===== config.mk =====
export PLATFORM = sky130hd
export DESIGN_NAME = fault_supervisor
export DESIGN_NICKNAME = d
export VERILOG_FILES = /design/src/rtl/fsup_pkg.sv /design/src/rtl/fsup_filter.sv /design/src/rtl/fsup_sticky.sv /design/src/rtl/fsup_policy.sv /design/src/rtl/fault_supervisor.sv
export SDC_FILE = /design/constraint.sdc
export NUM_CORES = 1
export LEC_CHECK = 0
export BUFFER_PORTS_ARGS = -buffer_cell sky130_fd_sc_hd__clkbuf_2
export CAP_MARGIN = 25
export CORE_AREA = 2 2 193 195
export CTS_BUF_LIST = sky130_fd_sc_hd__clkbuf_8
export CTS_CLUSTER_DIAMETER = 80
export DETAILED_ROUTE_END_ITERATION = 16
export DIE_AREA = 0 0 195 197
export PLACE_DENSITY = 0.67
export SYNTH_ARGS = -nofsm -noshare
export SYNTH_HDL_FRONTEND = slang
export SYNTH_HIERARCHICAL = 1
export SYNTH_SLANG_ARGS = --single-unit

===== constraint.sdc =====
create_clock -name clk -period 1.6 [get_ports clk]
set_input_delay 0.16 -clock clk [delete_from_list [all_inputs] [get_ports clk]]
set_output_delay 0.16 -clock clk [all_outputs]
set_load 0.05 [all_outputs]

===== src/rtl/fsup_pkg.sv =====
package fsup_pkg;

    localparam int unsigned NSYS = 8;

    // bit positions inside the temperature/supply vector
    typedef enum int unsigned {
        SB_TW   = 0,
        SB_TSD  = 1,
        SB_VSUV = 2,
        SB_VSOV = 3,
        SB_VAUV = 4,
        SB_VBUV = 5,
        SB_V2UV = 6,
        SB_V2OV = 7
    } sys_bit_e;

    // same layout as a packed struct, MSB first
    typedef struct packed {
        logic v2ov;
        logic v2uv;
        logic vbuv;
        logic vauv;
        logic vsov;
        logic vsuv;
        logic tsd;
        logic tw;
    } sys_flags_t;

    typedef enum logic {FLT_FAST, FLT_SLOW} flt_kind_e;

    function automatic int unsigned filt_len(flt_kind_e k, int unsigned fast_c,
                                             int unsigned slow_c);
        return (k == FLT_SLOW) ? slow_c : fast_c;
    endfunction

    // faults that stop every output channel
    function automatic logic bank_kill(sys_flags_t s, logic ovs_keep);
        return s.tsd | s.vsuv | (s.vsov & ~ovs_keep) | s.vauv | s.vbuv;
    endfunction

    // faults that stop the boost converter
    function automatic logic conv_kill(sys_flags_t s);
        return s.vsuv | s.v2uv | s.v2ov;
    endfunction

endpackage


===== src/rtl/fsup_filter.sv =====
module fsup_filter #(
    parameter int unsigned THR = 4
) (
    input  logic clk,
    input  logic rst,
    input  logic raw,
    output logic hit
);
    localparam int unsigned CW = (THR > 1) ? $clog2(THR) : 1;
    localparam logic [CW-1:0] TOP = CW'(THR - 1);

    logic [CW-1:0] cnt;

    always_ff @(posedge clk) begin
        if (rst)            cnt <= '0;
        else if (!raw)      cnt <= '0;
        else if (cnt != TOP) cnt <= cnt + 1'b1;
    end

    // qualified once the flag has been present THR edges in a row
    assign hit = raw && (cnt == TOP);

    generate
        if (THR > 1) begin : g_chk
            // the qualified output never rises without prior history
            a_r1_hit_needs_history: assert property (@(posedge clk) disable iff (rst)
                $rose(hit) |-> $past(raw));
            // a low sample restarts the count
            a_r1_drop_restarts: assert property (@(posedge clk) disable iff (rst)
                !raw |=> !hit);
        end
    endgenerate

endmodule


===== src/rtl/fsup_sticky.sv =====
module fsup_sticky (
    input  logic clk,
    input  logic rst,
    input  logic set,
    input  logic clr,
    input  logic auto_clr,
    output logic q
);
    always_ff @(posedge clk) begin
        if (rst) q <= 1'b0;
        else     q <= set | (q & ~clr & ~auto_clr);
    end

    // a set bit stays set without a release
    a_r3_holds: assert property (@(posedge clk) disable iff (rst)
        (q && !clr && !auto_clr) |=> q);
    // a present condition wins over a clear
    a_r3_set_wins: assert property (@(posedge clk) disable iff (rst)
        set |=> q);
    // no bit appears without a qualified event
    a_r3_no_spurious: assert property (@(posedge clk) disable iff (rst)
        (!q && !set) |=> !q);

endmodule


===== src/rtl/fsup_policy.sv =====
module fsup_policy
    import fsup_pkg::*;
#(
    parameter int unsigned NCH = 8
) (
    input  logic            clk,
    input  logic            rst,
    input  logic [NCH-1:0]  ch_on,
    input  logic [NCH-1:0]  oc_q,
    input  logic [NSYS-1:0] sys_q,
    input  logic            ovs_keep,
    input  logic            conv_req,
    output logic [NCH-1:0]  ch_en,
    output logic            conv_en
);
    sys_flags_t s;
    logic       bank_off;

    assign s        = sys_flags_t'(sys_q);
    assign bank_off = bank_kill(s, ovs_keep);

    generate
        for (genvar i = 0; i < NCH; i++) begin : g_ch
            assign ch_en[i] = ch_on[i] & ~oc_q[i] & ~bank_off;
            // a latched overcurrent keeps its channel off
            a_r4_oc_off: assert property (@(posedge clk) disable iff (rst)
                oc_q[i] |-> !ch_en[i]);
        end
    endgenerate

    assign conv_en = conv_req & ~conv_kill(s);

    // thermal shutdown stops every channel
    a_r6_tsd_all_off: assert property (@(posedge clk) disable iff (rst)
        s.tsd |-> (ch_en == '0));
    // main undervoltage stops the converter
    a_r7_vsuv_conv_off: assert property (@(posedge clk) disable iff (rst)
        s.vsuv |-> !conv_en);

endmodule


===== src/rtl/fault_supervisor.sv =====
module fault_supervisor
    import fsup_pkg::*;
#(
    parameter int unsigned NCH      = 8,
    parameter int unsigned FAST_CYC = 320,
    parameter int unsigned SLOW_CYC = 20000
) (
    input  logic            clk,
    input  logic            rst,
    input  logic [NCH-1:0]  ch_on,
    input  logic            conv_req,
    input  logic            ovs_keep,
    input  logic            v2_recover,
    input  logic [NCH-1:0]  oc_raw,
    input  logic [NCH-1:0]  ol_raw,
    input  logic [NSYS-1:0] sys_raw,
    input  logic            clr_req,
    input  logic [NCH-1:0]  clr_oc,
    input  logic [NCH-1:0]  clr_ol,
    input  logic [NSYS-1:0] clr_sys,
    output logic [NCH-1:0]  oc_stat,
    output logic [NCH-1:0]  ol_stat,
    output logic [NSYS-1:0] sys_stat,
    output logic [NCH-1:0]  ch_en,
    output logic            conv_en
);
    localparam int unsigned OC_LEN  = filt_len(FLT_FAST, FAST_CYC, SLOW_CYC);
    localparam int unsigned OL_LEN  = filt_len(FLT_SLOW, FAST_CYC, SLOW_CYC);
    localparam int unsigned SYS_LEN = filt_len(FLT_FAST, FAST_CYC, SLOW_CYC);

    logic [NCH-1:0]  oc_hit, ol_hit, ol_gated;
    logic [NSYS-1:0] sys_gated, sys_hit, sys_auto;

    // open-load is only meaningful on a driven channel
    assign ol_gated = ol_raw & ch_on;

    always_comb begin
        sys_gated          = sys_raw;
        sys_gated[SB_V2UV] = sys_raw[SB_V2UV] & conv_req;
        sys_auto           = '0;
        sys_auto[SB_V2OV]  = v2_recover & ~sys_raw[SB_V2OV];
    end

    generate
        for (genvar i = 0; i < NCH; i++) begin : g_ch
            fsup_filter #(.THR(OC_LEN)) u_oc_flt (
                .clk(clk), .rst(rst), .raw(oc_raw[i]), .hit(oc_hit[i]));
            fsup_sticky u_oc_bit (
                .clk(clk), .rst(rst), .set(oc_hit[i]),
                .clr(clr_req & clr_oc[i]), .auto_clr(1'b0), .q(oc_stat[i]));

            fsup_filter #(.THR(OL_LEN)) u_ol_flt (
                .clk(clk), .rst(rst), .raw(ol_gated[i]), .hit(ol_hit[i]));
            fsup_sticky u_ol_bit (
                .clk(clk), .rst(rst), .set(ol_hit[i]),
                .clr(clr_req & clr_ol[i]), .auto_clr(1'b0), .q(ol_stat[i]));

            // an undriven channel never gains an open-load bit
            a_r2_ol_gated: assert property (@(posedge clk) disable iff (rst)
                (!ch_on[i] && !ol_stat[i]) |=> !ol_stat[i]);
        end

        for (genvar b = 0; b < NSYS; b++) begin : g_sys
            fsup_filter #(.THR(SYS_LEN)) u_flt (
                .clk(clk), .rst(rst), .raw(sys_gated[b]), .hit(sys_hit[b]));
            fsup_sticky u_bit (
                .clk(clk), .rst(rst), .set(sys_hit[b]),
                .clr(clr_req & clr_sys[b]), .auto_clr(sys_auto[b]), .q(sys_stat[b]));
        end
    endgenerate

    fsup_policy #(.NCH(NCH)) u_policy (
        .clk(clk), .rst(rst), .ch_on(ch_on), .oc_q(oc_stat), .sys_q(sys_stat),
        .ovs_keep(ovs_keep), .conv_req(conv_req), .ch_en(ch_en), .conv_en(conv_en));

    // boost undervoltage is not recorded while the converter is idle
    a_r10_v2uv_gated: assert property (@(posedge clk) disable iff (rst)
        (!conv_req && !sys_stat[SB_V2UV]) |=> !sys_stat[SB_V2UV]);
    // auto-release takes a single edge once the flag is gone
    a_r11_auto_release: assert property (@(posedge clk) disable iff (rst)
        (v2_recover && !sys_raw[SB_V2OV]) |=> !sys_stat[SB_V2OV]);

endmodule


# --- After elaboration in Yosys (flattened, before gate mapping) ---
# Cells that the tools add are included.
word_totals:
  register_bits: 288
  inputBits: 62
  out_inout_bits: 33
classes:
  n_addsub: 24
  eq_ne: 48
  bitwise_logic: 160
  reduce_logical: 48
ops:
  columns: ["op", "count"]
  rows:
  - ["9-bit by 1-bit adder with 9-bit output, second input constant", 16]
  - ["9-bit equality test, second input constant", 16]
  - ["9-bit inequality test, second input constant", 16]
  - ["15-bit by 1-bit adder with 15-bit output, second input constant", 8]
  - ["15-bit equality test, second input constant", 8]
  - ["15-bit inequality test, second input constant", 8]
  - ["1-bit bitwise AND", 69]
  - ["1-bit NOT", 60]
  - ["2-bit OR reduction", 24]
  - ["1-bit OR", 30]
  - ["1-bit logical AND", 24]
  - ["8-bit bitwise AND", 1]

# --- Logic depth before layout (Yosys ltp) ---
# Gate-level depths: netlist of the first run.
depth:
  word_depth: 7
  mapped_depth: 6

# --- By module ---
# The synthesis of the first run kept the hierarchy.
modules_own_cells:
  columns: ["module", "n_inst", "cells_per_inst", "area_per_inst_um2", "seq_area_each_um2"]
  rows:
  - ["fsup_filter (g_ch[0].u_oc_flt ...)", 16, 53, 452.9, 180.2]
  - ["fsup_filter (g_ch[0].u_ol_flt ...)", 8, 81, 729.4, 300.3]
  - ["fsup_sticky", 24, 4, 37.5, 20.0]
  - ["fault_supervisor", 1, 37, 261.5, 0.0]
  - ["fsup_policy", 1, 13, 178.9, 0.0]

# --- Worst setup path after synthesis of the first run ---
# OpenSTA, ideal clock, no wires.
synth_path:
  path_kind: "reg2out"
  start: "register g_sys[6].u_bit.q"
  end: "output port conv_en"
  arrival_time_ns: 2.201
  required_time_ns: 1.440
  setup_slack_ns: -0.761
  path_stages_with_launch: 2
  n_path_buf: 0
  path_cell_list: "dfxtp_1 -> nor4b_1"
synth_via:
  elab_chain_len: 4
synth_lines:
  columns: ["item", "line_no", "text"]
  rows:
  - ["start, declared", "fsup_sticky.sv:7", "output logic q"]
  - ["start signal, assigned", "fsup_sticky.sv:11", "else q <= set | (q & ~clr & ~auto_clr);"]
  - ["1-bit OR (2 in series)", "fsup_pkg.sv:43", "return s.vsuv | s.v2uv | s.v2ov;"]
  - ["1-bit NOT", "fsup_policy.sv:31", "assign conv_en = conv_req & ~conv_kill(s);"]
  - ["1-bit bitwise AND", "fsup_policy.sv:31", null]
  - ["end, declared", "fault_supervisor.sv:25", "output logic conv_en"]
# Every way passes these cells.

# --- Worst setup path in the final report of the first run ---
layout_path:
  start: "register g_sys[1].u_bit.q"
  end: "output port ch_en[1]"
layout_via:
  elab_chain_len: 6
layout_lines:
  columns: ["item", "line_no", "text"]
  rows:
  - ["start, declared", "fsup_sticky.sv:7", null]
  - ["start signal, assigned", "fsup_sticky.sv:11", null]
  - ["1-bit OR (4 in series)", "fsup_pkg.sv:38", "return s.tsd | s.vsuv | (s.vsov & ~ovs_keep) | s.vauv | s.vbuv;"]
  - ["1-bit NOT", "fsup_policy.sv:24", "assign ch_en[i] = ch_on[i] & ~oc_q[i] & ~bank_off;"]
  - ["1-bit bitwise AND", "fsup_policy.sv:24", null]
  - ["end, declared", "fault_supervisor.sv:24", "output logic [NCH-1:0] ch_en,"]
# Every way passes these cells.

==> impl_metrics.toml, run 1 <==
[outcome]
status = "finished with violations"
violations = "negative setup slack"

[floorplan]
die_w_um = 195
io_pins = 95
die_y_um = 197
rows = 70
core_area_um2 = 36260
dieArea_um2 = 38420
initial_utilization = 0.3978

[critical_path]
path_class = "register to primary output"
reg2reg_slack_ps = 30
crit_required_ps = 1440
startpoint_type = "register"
crit_arrival_ps = 2120
reg2reg_to = "g_sys[7].u_bit/q$_SDFF_PP0_"
rr_worst_depth = 3
critical_path.max_fanout = 4
r2r-start = "g_sys[7].u_bit/q$_SDFF_PP0_"
end_kind = "primary output"

[power]
intPower_w = 0.01159
power_switching_w = 0.003524
power.clock.fraction = 0.471
p_sw_frac = 0.2331
p_comb_frac = 0.048
ir_drop_v = 0.0004558
p_seq_frac = 0.481
power.density_nw_per_um2 = 852.9
p_leak_nw = 6.685

[sta]
timing.final.ws_setup_ps = -680.1
slew_viol_final = 0
hold-worst-slack_ps = 92.17
post-route-period-util = 1.425
fmax_mhz = 438.6
skew_ps = 14.19
period_minus_slack_ps = 2280
setup_viol = 9
rsz0062_at_grt = "true"
hold_viol = 0

[flow_run]
max_cap_violations = 0

[clock_network]
cts_tree = "built"
cts_root_buffer = "clkbuf_8"
h-tree-depth = 2
path_clk_slew_ps = 70
cts.sinks = 288
clockBufferDepth = 3
post_cts_buffers = 0
cts_buffers = 50
clkLatencyLatePin_ps = 600

[placement]
place_area_um2 = 16110
gp_congestion = 0.8298
dp_hpwl_um = 23430
portBuffers = 94
dp_slack_ps = -102.1

[routing]
dr.pass1.iters = 4
wl_met3_um = 1107
wl_per_cell_um = 13.93
drt-met1-wl_um = 15540
drc = 0
drtIter0Drc = 739
vias = 12920
wl_um = 33190
vias_per_cell = 5.424
wl_met2_um = 15810
antenna_left = 0
highest_layer = "met4"

[global_routing]
grt_max_degree = 30
grt_first_pass_wirelength_um = 55810
grt_overflow = 0
grt_use_total = 0.1702
antenna_found_initial = 0
grt_pass1_vias = 12110

[synth]
synth_edf_count = 0
async_reset_ff_frac = 0
synth_cells = 1642
synth_cell_types = 42
netlist_area_um2 = 14420
ys_seq_area_frac = 0.3997
synth_seq_cells = 288
ys.flop_type = "dfxtp_1"
avgSynthCellArea_um2 = 8.784
ys_warn_count = 6

[cells_and_area]
nNetsFinal = 1963
diodes = 0
finalInstanceArea_um2 = 17730
drive_gt1_frac = 0.2189
syn2layout_area_growth_pct = 22.89

[worst_hold_path]
min_delay_path_depth = 5
hold_start = "ol_raw[6]"
hold_path_class = "input pin to register"
min_to = "g_ch[6].u_ol_bit/q$_SDFF_PP0_"
sequential cells by signal, summed over array words and instances, names as in the netlist:
register / flops
g_ch.u_oc_bit/q: 8
g_ch.u_oc_flt/cnt: 72
g_ch.u_ol_bit/q: 8
g_ch.u_ol_flt/cnt: 120
g_sys.u_bit/q: 8
g_sys.u_flt/cnt: 72
logic make-up after synthesis:
kind of cell | share of synthesized area
flip-flops | 0.3997
XOR/XNOR | 0.02915
AO/OA/AOI/OAI | 0.1554
AND/OR/NAND/NOR | 0.3337
buffers and inverters | 0.04424
other | 0.0002600
adder cells (fa/ha/maj) | 0.02082
multiplexers | 0.01666
cell type report:
| cell class | instances | area, um2 |
|---|---|---|
| fill | 3456 | 18530 |
| multi-input combinational | 1260 | 8275 |
| sequential | 288 | 5777 |
| timing repair buffer | 237 | 1857 |
| clock buffer | 69 | 949.7 |
| tap | 468 | 585.6 |
| inverter | 40 | 150.1 |
| clock inverter | 20 | 131.4 |
worst max-delay path, cell delays in order (launching register included):
cell and delay [ps]:
dfxtp_2 320, or4_4 550, buf_12 170, nor4b_4 190, buf_4 170, buf_12 130
worst max-delay path by stage:
stage | startpoint | to | slack (ps) | cells after the start
2_1_floorplan | g_sys[4].u_bit/q$_SDFF_PP0_ | ch_en[0] | -330 | 3
3_3_place_gp | g_sys[4].u_bit/q$_SDFF_PP0_ | ch_en[1] | -110 | 5
3_5_place_dp | g_sys[4].u_bit/q$_SDFF_PP0_ | ch_en[0] | -100 | 4
4_1_cts | g_sys[1].u_bit/q$_SDFF_PP0_ | ch_en[1] | -750 | 5
5_1_grt | g_sys[1].u_bit/q$_SDFF_PP0_ | ch_en[1] | -770 | 5
6_report | g_sys[1].u_bit/q$_SDFF_PP0_ | ch_en[1] | -680 | 5
power by group through the flow:
stage	logic (W)	clock network, W	registers (W)
global placement	0.000638	0	0.00742
global route	0.000799	0.00768	0.00727
detailed placement	0.000651	0	0.00743
CTS	0.000734	0.00740	0.00727
finish	0.000729	0.00712	0.00727
floorplan	0.000303	0	0.00742
placed cells by master (no fill, tap or decap), types with 16 or more instances in the layout:
cell,instances
clkbuf_8,70
a21o_1,16
o211ai_1,16
o21ai_0,96
dfxtp_1,283
nor2_1,64
buf_4,96
nand2b_1,32
a211oi_1,32
nand2_1,128
nand3_2,23
a21oi_1,119
inv_1,45
clkbuf_2,83
nor3_1,40
conb_1,23
nand4_1,80
or3b_1,24
and3_1,32
xor2_1,40
a31oi_1,88
and2_2,18
nor2b_1,49
dlygate4sd3_1,41
mux2i_1,24
or3_1,40
or4_1,40
ha_1,22
and4_2,17
nand3_1,72
and2_1,23
per-layer routing:
metal | track usage | vias to the layer above
met3 | 0.02738 | 59
li1 | - | 6602
met5 | 0 | -
met2 | 0.2914 | 198
met1 | 0.2165 | 6061
met4 | 0.06248 | 0
metrics by stage:
step                      TNS (ps)  instances  power [W]  utilization
after detailed placement    -634.2       2252   0.008077       0.4442
final                        -5336       2382    0.01512       0.4889
after CTS                    -5979       2382    0.01540       0.4859
after global routing         -6090       2382    0.01575       0.4889
after floorplan              -2550       1664   0.007724            -
after global placement      -651.6       2252   0.008062       0.4442
what timing repair did:
action | in CTS | in global routing
hold endpoints to repair | 151 | 0
gates cloned | 0 | 0
setup endpoints to repair | 9 | 55
hold buffers | 41 | 0
pin swaps | 4 | 1
resized for setup | 4 | 32
cells in the mapped netlist, types with 50 or more instances:
library cell | count | area (um2)
nand2_1 | 128 | 480.5
dfxtp_1 | 288 | 5766
nand4_1 | 80 | 500.5
nor2b_1 | 50 | 312.8
nand3_1 | 72 | 360.4
o21ai_0 | 96 | 480.5
a21oi_1 | 120 | 600.6
nor2_1 | 64 | 240.2
a31oi_1 | 88 | 550.5
(Power assumes the default switching activity.)
==> run 2: changes to the inputs <==
--- a/config.mk
+++ b/config.mk
@@ -13,6 +13,7 @@
 export DETAILED_ROUTE_END_ITERATION = 16
 export DIE_AREA = 0 0 195 197
 export PLACE_DENSITY = 0.67
+export SETUP_SLACK_MARGIN = 0.15
 export SYNTH_ARGS = -nofsm -noshare
 export SYNTH_HDL_FRONTEND = slang
 export SYNTH_HIERARCHICAL = 1
==> impl_metrics.toml, run 2 (same netlist as run 1, synthesis figures left out) <==
[sta]
period_minus_slack_ps = 2290
timing.final.ws_setup_ps = -690.4
fmax_mhz = 436.6
slew_viol_final = 0
setup_viol = 9
rsz0062_at_grt = "true"
skew_ps = 13.75
post-route-period-util = 1.431
hold_viol = 0

[floorplan]
rows = 70
io_pins = 95
die_w_um = 195
initial_utilization = 0.3978
core_area_um2 = 36260
dieArea_um2 = 38420
die_y_um = 197

[critical_path]
crit_required_ps = 1440
path_class = "register to primary output"
crit_arrival_ps = 2130
critical_path.max_fanout = 4
startpoint_type = "register"
end_kind = "primary output"

[power]
ir_drop_v = 0.0004551
power.density_nw_per_um2 = 805.7
p_leak_nw = 6.861

[placement]
gp_congestion = 0.8298
dp_hpwl_um = 23430
place_area_um2 = 16110
portBuffers = 94

[cells_and_area]
nNetsFinal = 1981
finalInstanceArea_um2 = 18820
multiInputGateArea_um2 = 8947
largest_register = "g_ch.u_ol_flt/cnt"
mostFrequentLayoutCell = "dfxtp_1"
fin_util = 0.5190
diodes = 0
seqCellArea_um2 = 5862
reg_top3 = "g_ch.u_ol_flt/cnt: 120 flops, g_ch.u_oc_flt/cnt: 72 flops, g_sys.u_flt/cnt: 72 flops"
syn2layout_area_growth_pct = 30.48
fillerInstances = 3292
drive_gt1_frac = 0.2950
mostFrequentLayoutCells = "dfxtp_1 (217), nand2_1 (128), a21oi_1 (109)"
largest_register_ffs = 120

[clock_network]
clkLatencyLatePin_ps = 600
cts_buffers = 50
cts_root_buffer = "clkbuf_8"
clockBufferDepth = 3
h-tree-depth = 2
path_clk_slew_ps = 70
cts_tree = "built"
cts.sinks = 288

[worst_hold_path]
hold_path_class = "input pin to register"

[routing]
wl_um = 34840
vias = 13110
drc = 0
vias_per_cell = 5.463
antenna_left = 0
drtIter0Drc = 756
dr.pass1.iters = 5
wl_per_cell_um = 14.52

[global_routing]
grt_overflow = 0
antenna_found_initial = 1
grt_max_degree = 30
grt_use_total = 0.1742
grt_pass1_vias = 12400
grt_first_pass_wirelength_um = 56940

[outcome]
violations = "negative setup slack"
status = "finished with violations"

[flow_run]
max_cap_violations = 0
## run 2: cell count changes in the layout (fill, tap and decap cells not counted), moves of 12 or more
| cell | delta |
|---|---|
| clkbuf_2 | -14 |
| dfxtp_2 | +65 |
| nor4b_4 | +14 |
| dfxtp_1 | -66 |
| ha_4 | +18 |
| clkbuf_8 | +12 |
| ha_1 | -21 |
| nor4b_2 | -12 |
## run 2: worst paths after layout
| check | start | slack [ps] | end | depth (start not counted) |
|---|---|---|---|---|
| hold / removal | ol_raw[6] | 90 | g_ch[6].u_ol_bit/q$_SDFF_PP0_ | 5 |
| setup reg to reg | g_ch[3].u_ol_flt/cnt[0]$_SDFFE_PP0P_ | 190 | g_ch[3].u_ol_flt/cnt[9]$_SDFFE_PP0P_ | 5 |
| hold reg to reg | g_ch[5].u_ol_flt/cnt[9]$_SDFFE_PP0P_ | 480 | g_ch[5].u_ol_flt/cnt[9]$_SDFFE_PP0P_ | 2 |
| setup / recovery | g_sys[1].u_bit/q$_SDFF_PP0_ | -690 | ch_en[1] | 5 |
## run 2: timing repair
action / in CTS / in global routing
gates resized for setup: 100 / 168
pin swaps: 8 / 54
buffers inserted: 5 / 13
endpoints found under the hold margin: 151 / 0
hold buffers: 41 / 0
endpoints found under the setup margin: 105 / 174
## run 2: metal layers
layer	up-vias	global-route usage	routed length, um
li1	6643	-	-
met1	6206	0.2180	15980
met2	204	0.3022	16970
met3	59	0.02738	1144
met4	0	0.06531	742
met5	-	0	0
## run 2: critical path: stages, from the launching register on
cell and delay [ps]:
dfxtp_2 320, or4_4 560, buf_12 170, nor4b_4 190, buf_4 170, buf_12 130
## run 2: cell type report
class / instances / share of cell area
clock buffer: 69 / 0.05046
clock inverter: 20 / 0.006980
inverter: 40 / 0.007978
multi-input combinational: 1260 / 0.4754
sequential: 288 / 0.3115
tap: 468 / 0.03111
timing repair buffer: 255 / 0.1166
## run 2: stage by stage
step | cells | hold slack (ps) | total power, W | TNS, ps | setup WS [ps]
4_1_cts | 2387 | 33.96 | 0.01540 | -5984 | -751.6
3_3_place_gp | 2252 | 458.3 | 0.008062 | -651.6 | -111.8
2_1_floorplan | 1664 | 219.4 | 0.007724 | -2550 | -331.3
3_5_place_dp | 2252 | 461.2 | 0.008077 | -634.2 | -102.1
6_report | 2400 | 91.39 | 0.01516 | -5329 | -690.4
5_1_grt | 2400 | 86.04 | 0.01580 | -6064 | -776.4
## run 2: report_power, final
part,internal (W),switching [W]
logic,0.000388,0.000371
clock network,0.00400,0.00311
registers,0.00723,0.0000697
==> run 3: changes to the inputs <==
--- a/config.mk
+++ b/config.mk
@@ -8,7 +8,7 @@
 export BUFFER_PORTS_ARGS = -buffer_cell sky130_fd_sc_hd__clkbuf_2
 export CAP_MARGIN = 25
 export CORE_AREA = 2 2 193 195
-export CTS_BUF_LIST = sky130_fd_sc_hd__clkbuf_8
+export CTS_BUF_LIST = sky130_fd_sc_hd__clkbuf_4
 export CTS_CLUSTER_DIAMETER = 80
 export DETAILED_ROUTE_END_ITERATION = 16
 export DIE_AREA = 0 0 195 197
==> impl_metrics.toml, run 3 (same netlist as run 1, synthesis figures left out) <==
[critical_path]
slowest_stage = "or4_4"
cpPeakStageDelay_ps = 550
startpoint = "g_sys[1].u_bit/q$_SDFF_PP0_"
crit_required_ps = 1440
crit_family = "simple AND/OR/NAND/NOR gates"
path_depth = 4
reg2reg_to = "g_ch[1].u_ol_flt/cnt[14]$_SDFFE_PP0P_"
crit_chain = "or4_4 > buf_4 > nor4b_4 > buf_12"
critical_path.max_fanout = 4
cp-endpoint = "ch_en[2]"
path_buf_inv = 2
reg2reg_slack_ps = 160
end_kind = "primary output"
path_class = "register to primary output"
r2r-start = "g_ch[1].u_ol_flt/cnt[1]$_SDFFE_PP0P_"
rr_worst_depth = 5
crit_arrival_ps = 2250
startpoint_type = "register"

[sta]
rsz0062_at_grt = "true"
setup_viol = 9
hold_viol = 0
hold-worst-slack_ps = 65.07
timing.final.ws_setup_ps = -807.2
period_minus_slack_ps = 2407
slew_viol_final = 0
skew_ps = 45.91
tns_ps = -6418
fmax_mhz = 415.4
post-route-period-util = 1.504

[floorplan]
rows = 70
core_area_um2 = 36260
io_pins = 95
die_y_um = 197
die_w_um = 195
initial_utilization = 0.3978
dieArea_um2 = 38420

[clock_network]
path_clk_slew_ps = 60
clockBufferDepth = 3
cts_root_buffer = "clkbuf_4"
clkLatencyLatePin_ps = 740
cts.sinks = 288
h-tree-depth = 3
cts_buffers = 79
cts_tree = "built"

[placement]
portBuffers = 94
gp_congestion = 0.8298
dp_slack_ps = -102.1
dp_hpwl_um = 23430
place_area_um2 = 16110

[cells_and_area]
largest_register = "g_ch.u_ol_flt/cnt"
reg_top3 = "g_ch.u_ol_flt/cnt: 120 flops, g_ch.u_oc_flt/cnt: 72 flops, g_sys.u_flt/cnt: 72 flops"
finalInstanceArea_um2 = 19550
syn2layout_area_growth_pct = 35.54
nNetsFinal = 2051
mostFrequentLayoutCell = "dfxtp_1"
seqCellArea_um2 = 5936
mostFrequentLayoutCells = "dfxtp_1 (194), nand2_1 (128), buf_4 (117)"
fillerInstances = 3213
drive_gt1_frac = 0.3225
largest_register_ffs = 120
multiInputGateArea_um2 = 8987

[global_routing]
grt_pass1_vias = 12980
antenna_found_initial = 1
grt_overflow = 0
grt_use_total = 0.1827
grt_max_degree = 30
grt_first_pass_wirelength_um = 59430

[routing]
wl_um = 36840
antenna_left = 0
drc = 0
vias_per_cell = 5.477
wl_per_cell_um = 14.79
vias = 13640
dr.pass1.iters = 5
drtIter0Drc = 680

[flow_run]
max_cap_violations = 0

[power]
p_leak_nw = 7.214
power.density_nw_per_um2 = 777.3
ir_drop_v = 0.0004483

[worst_hold_path]
hold_path_class = "input pin to register"
min_delay_path_depth = 5

[outcome]
violations = "negative setup slack"
status = "finished with violations"
[run 3: how the worst min path moves through the flow]
stage / from / endpoint / slack (ps)
final: ch_on[5] / g_ch[5].u_ol_bit/q$_SDFF_PP0_ / 70
after global routing: ch_on[5] / g_ch[5].u_ol_bit/q$_SDFF_PP0_ / 50
after detailed placement: g_ch[2].u_ol_flt/cnt[9]$_SDFFE_PP0P_ / g_ch[2].u_ol_flt/cnt[9]$_SDFFE_PP0P_ / 460
after floorplan: rst / g_sys[4].u_bit/q$_SDFF_PP0_ / 220
after CTS: ch_on[1] / g_ch[1].u_ol_flt/cnt[9]$_SDFFE_PP0P_ / -1
after global placement: g_ch[3].u_ol_flt/cnt[9]$_SDFFE_PP0P_ / g_ch[3].u_ol_flt/cnt[9]$_SDFFE_PP0P_ / 460
[run 3: through the flow]
stage	std cells	total power (W)	utilization
floorplan	1664	0.007724	-
global placement	2252	0.008062	0.4442
detailed placement	2252	0.008077	0.4442
CTS	2462	0.01542	0.5132
global route	2491	0.01596	0.5392
finish	2491	0.01520	0.5392
[run 3: final cells by class]
type,instances,share of cell area
well taps,468,0.02995
diodes,1,0.0001280
flip-flops and latches,288,0.3036
clock buffers,110,0.04224
repair buffers,296,0.1443
inverters,40,0.007680
clock inverters,28,0.01235
multi-input cells,1260,0.4597
[run 3: worst reg2reg max path, cell delays in order, from the launching register on]
cell,delay (ps)
dfxtp_2,360
ha_4,160
and4_4,280
nand3_2,90
or3_1,370
a21oi_2,110
[run 3: where the power goes]
part           leakage (nW)  switching [W]  internal, W
clock network         0.625        0.00313      0.00398
logic                  4.21       0.000393     0.000437
registers              2.37      0.0000696      0.00719
[run 3: what timing repair did]
item / in CTS / in global routing
resized for setup: 165 / 196
setup endpoints to repair: 113 / 201
hold buffers: 64 / 4
pin swaps: 17 / 61
endpoints found under the hold margin: 204 / 4
setup buffers: 8 / 28
[run 3: layer usage]
metal	global-route usage	wire, um	vias up
li1	-	-	6831
met1	0.2210	16240	6473
met2	0.3184	18420	263
met3	0.03559	1372	75
met4	0.07464	813	0
met5	0	0	-
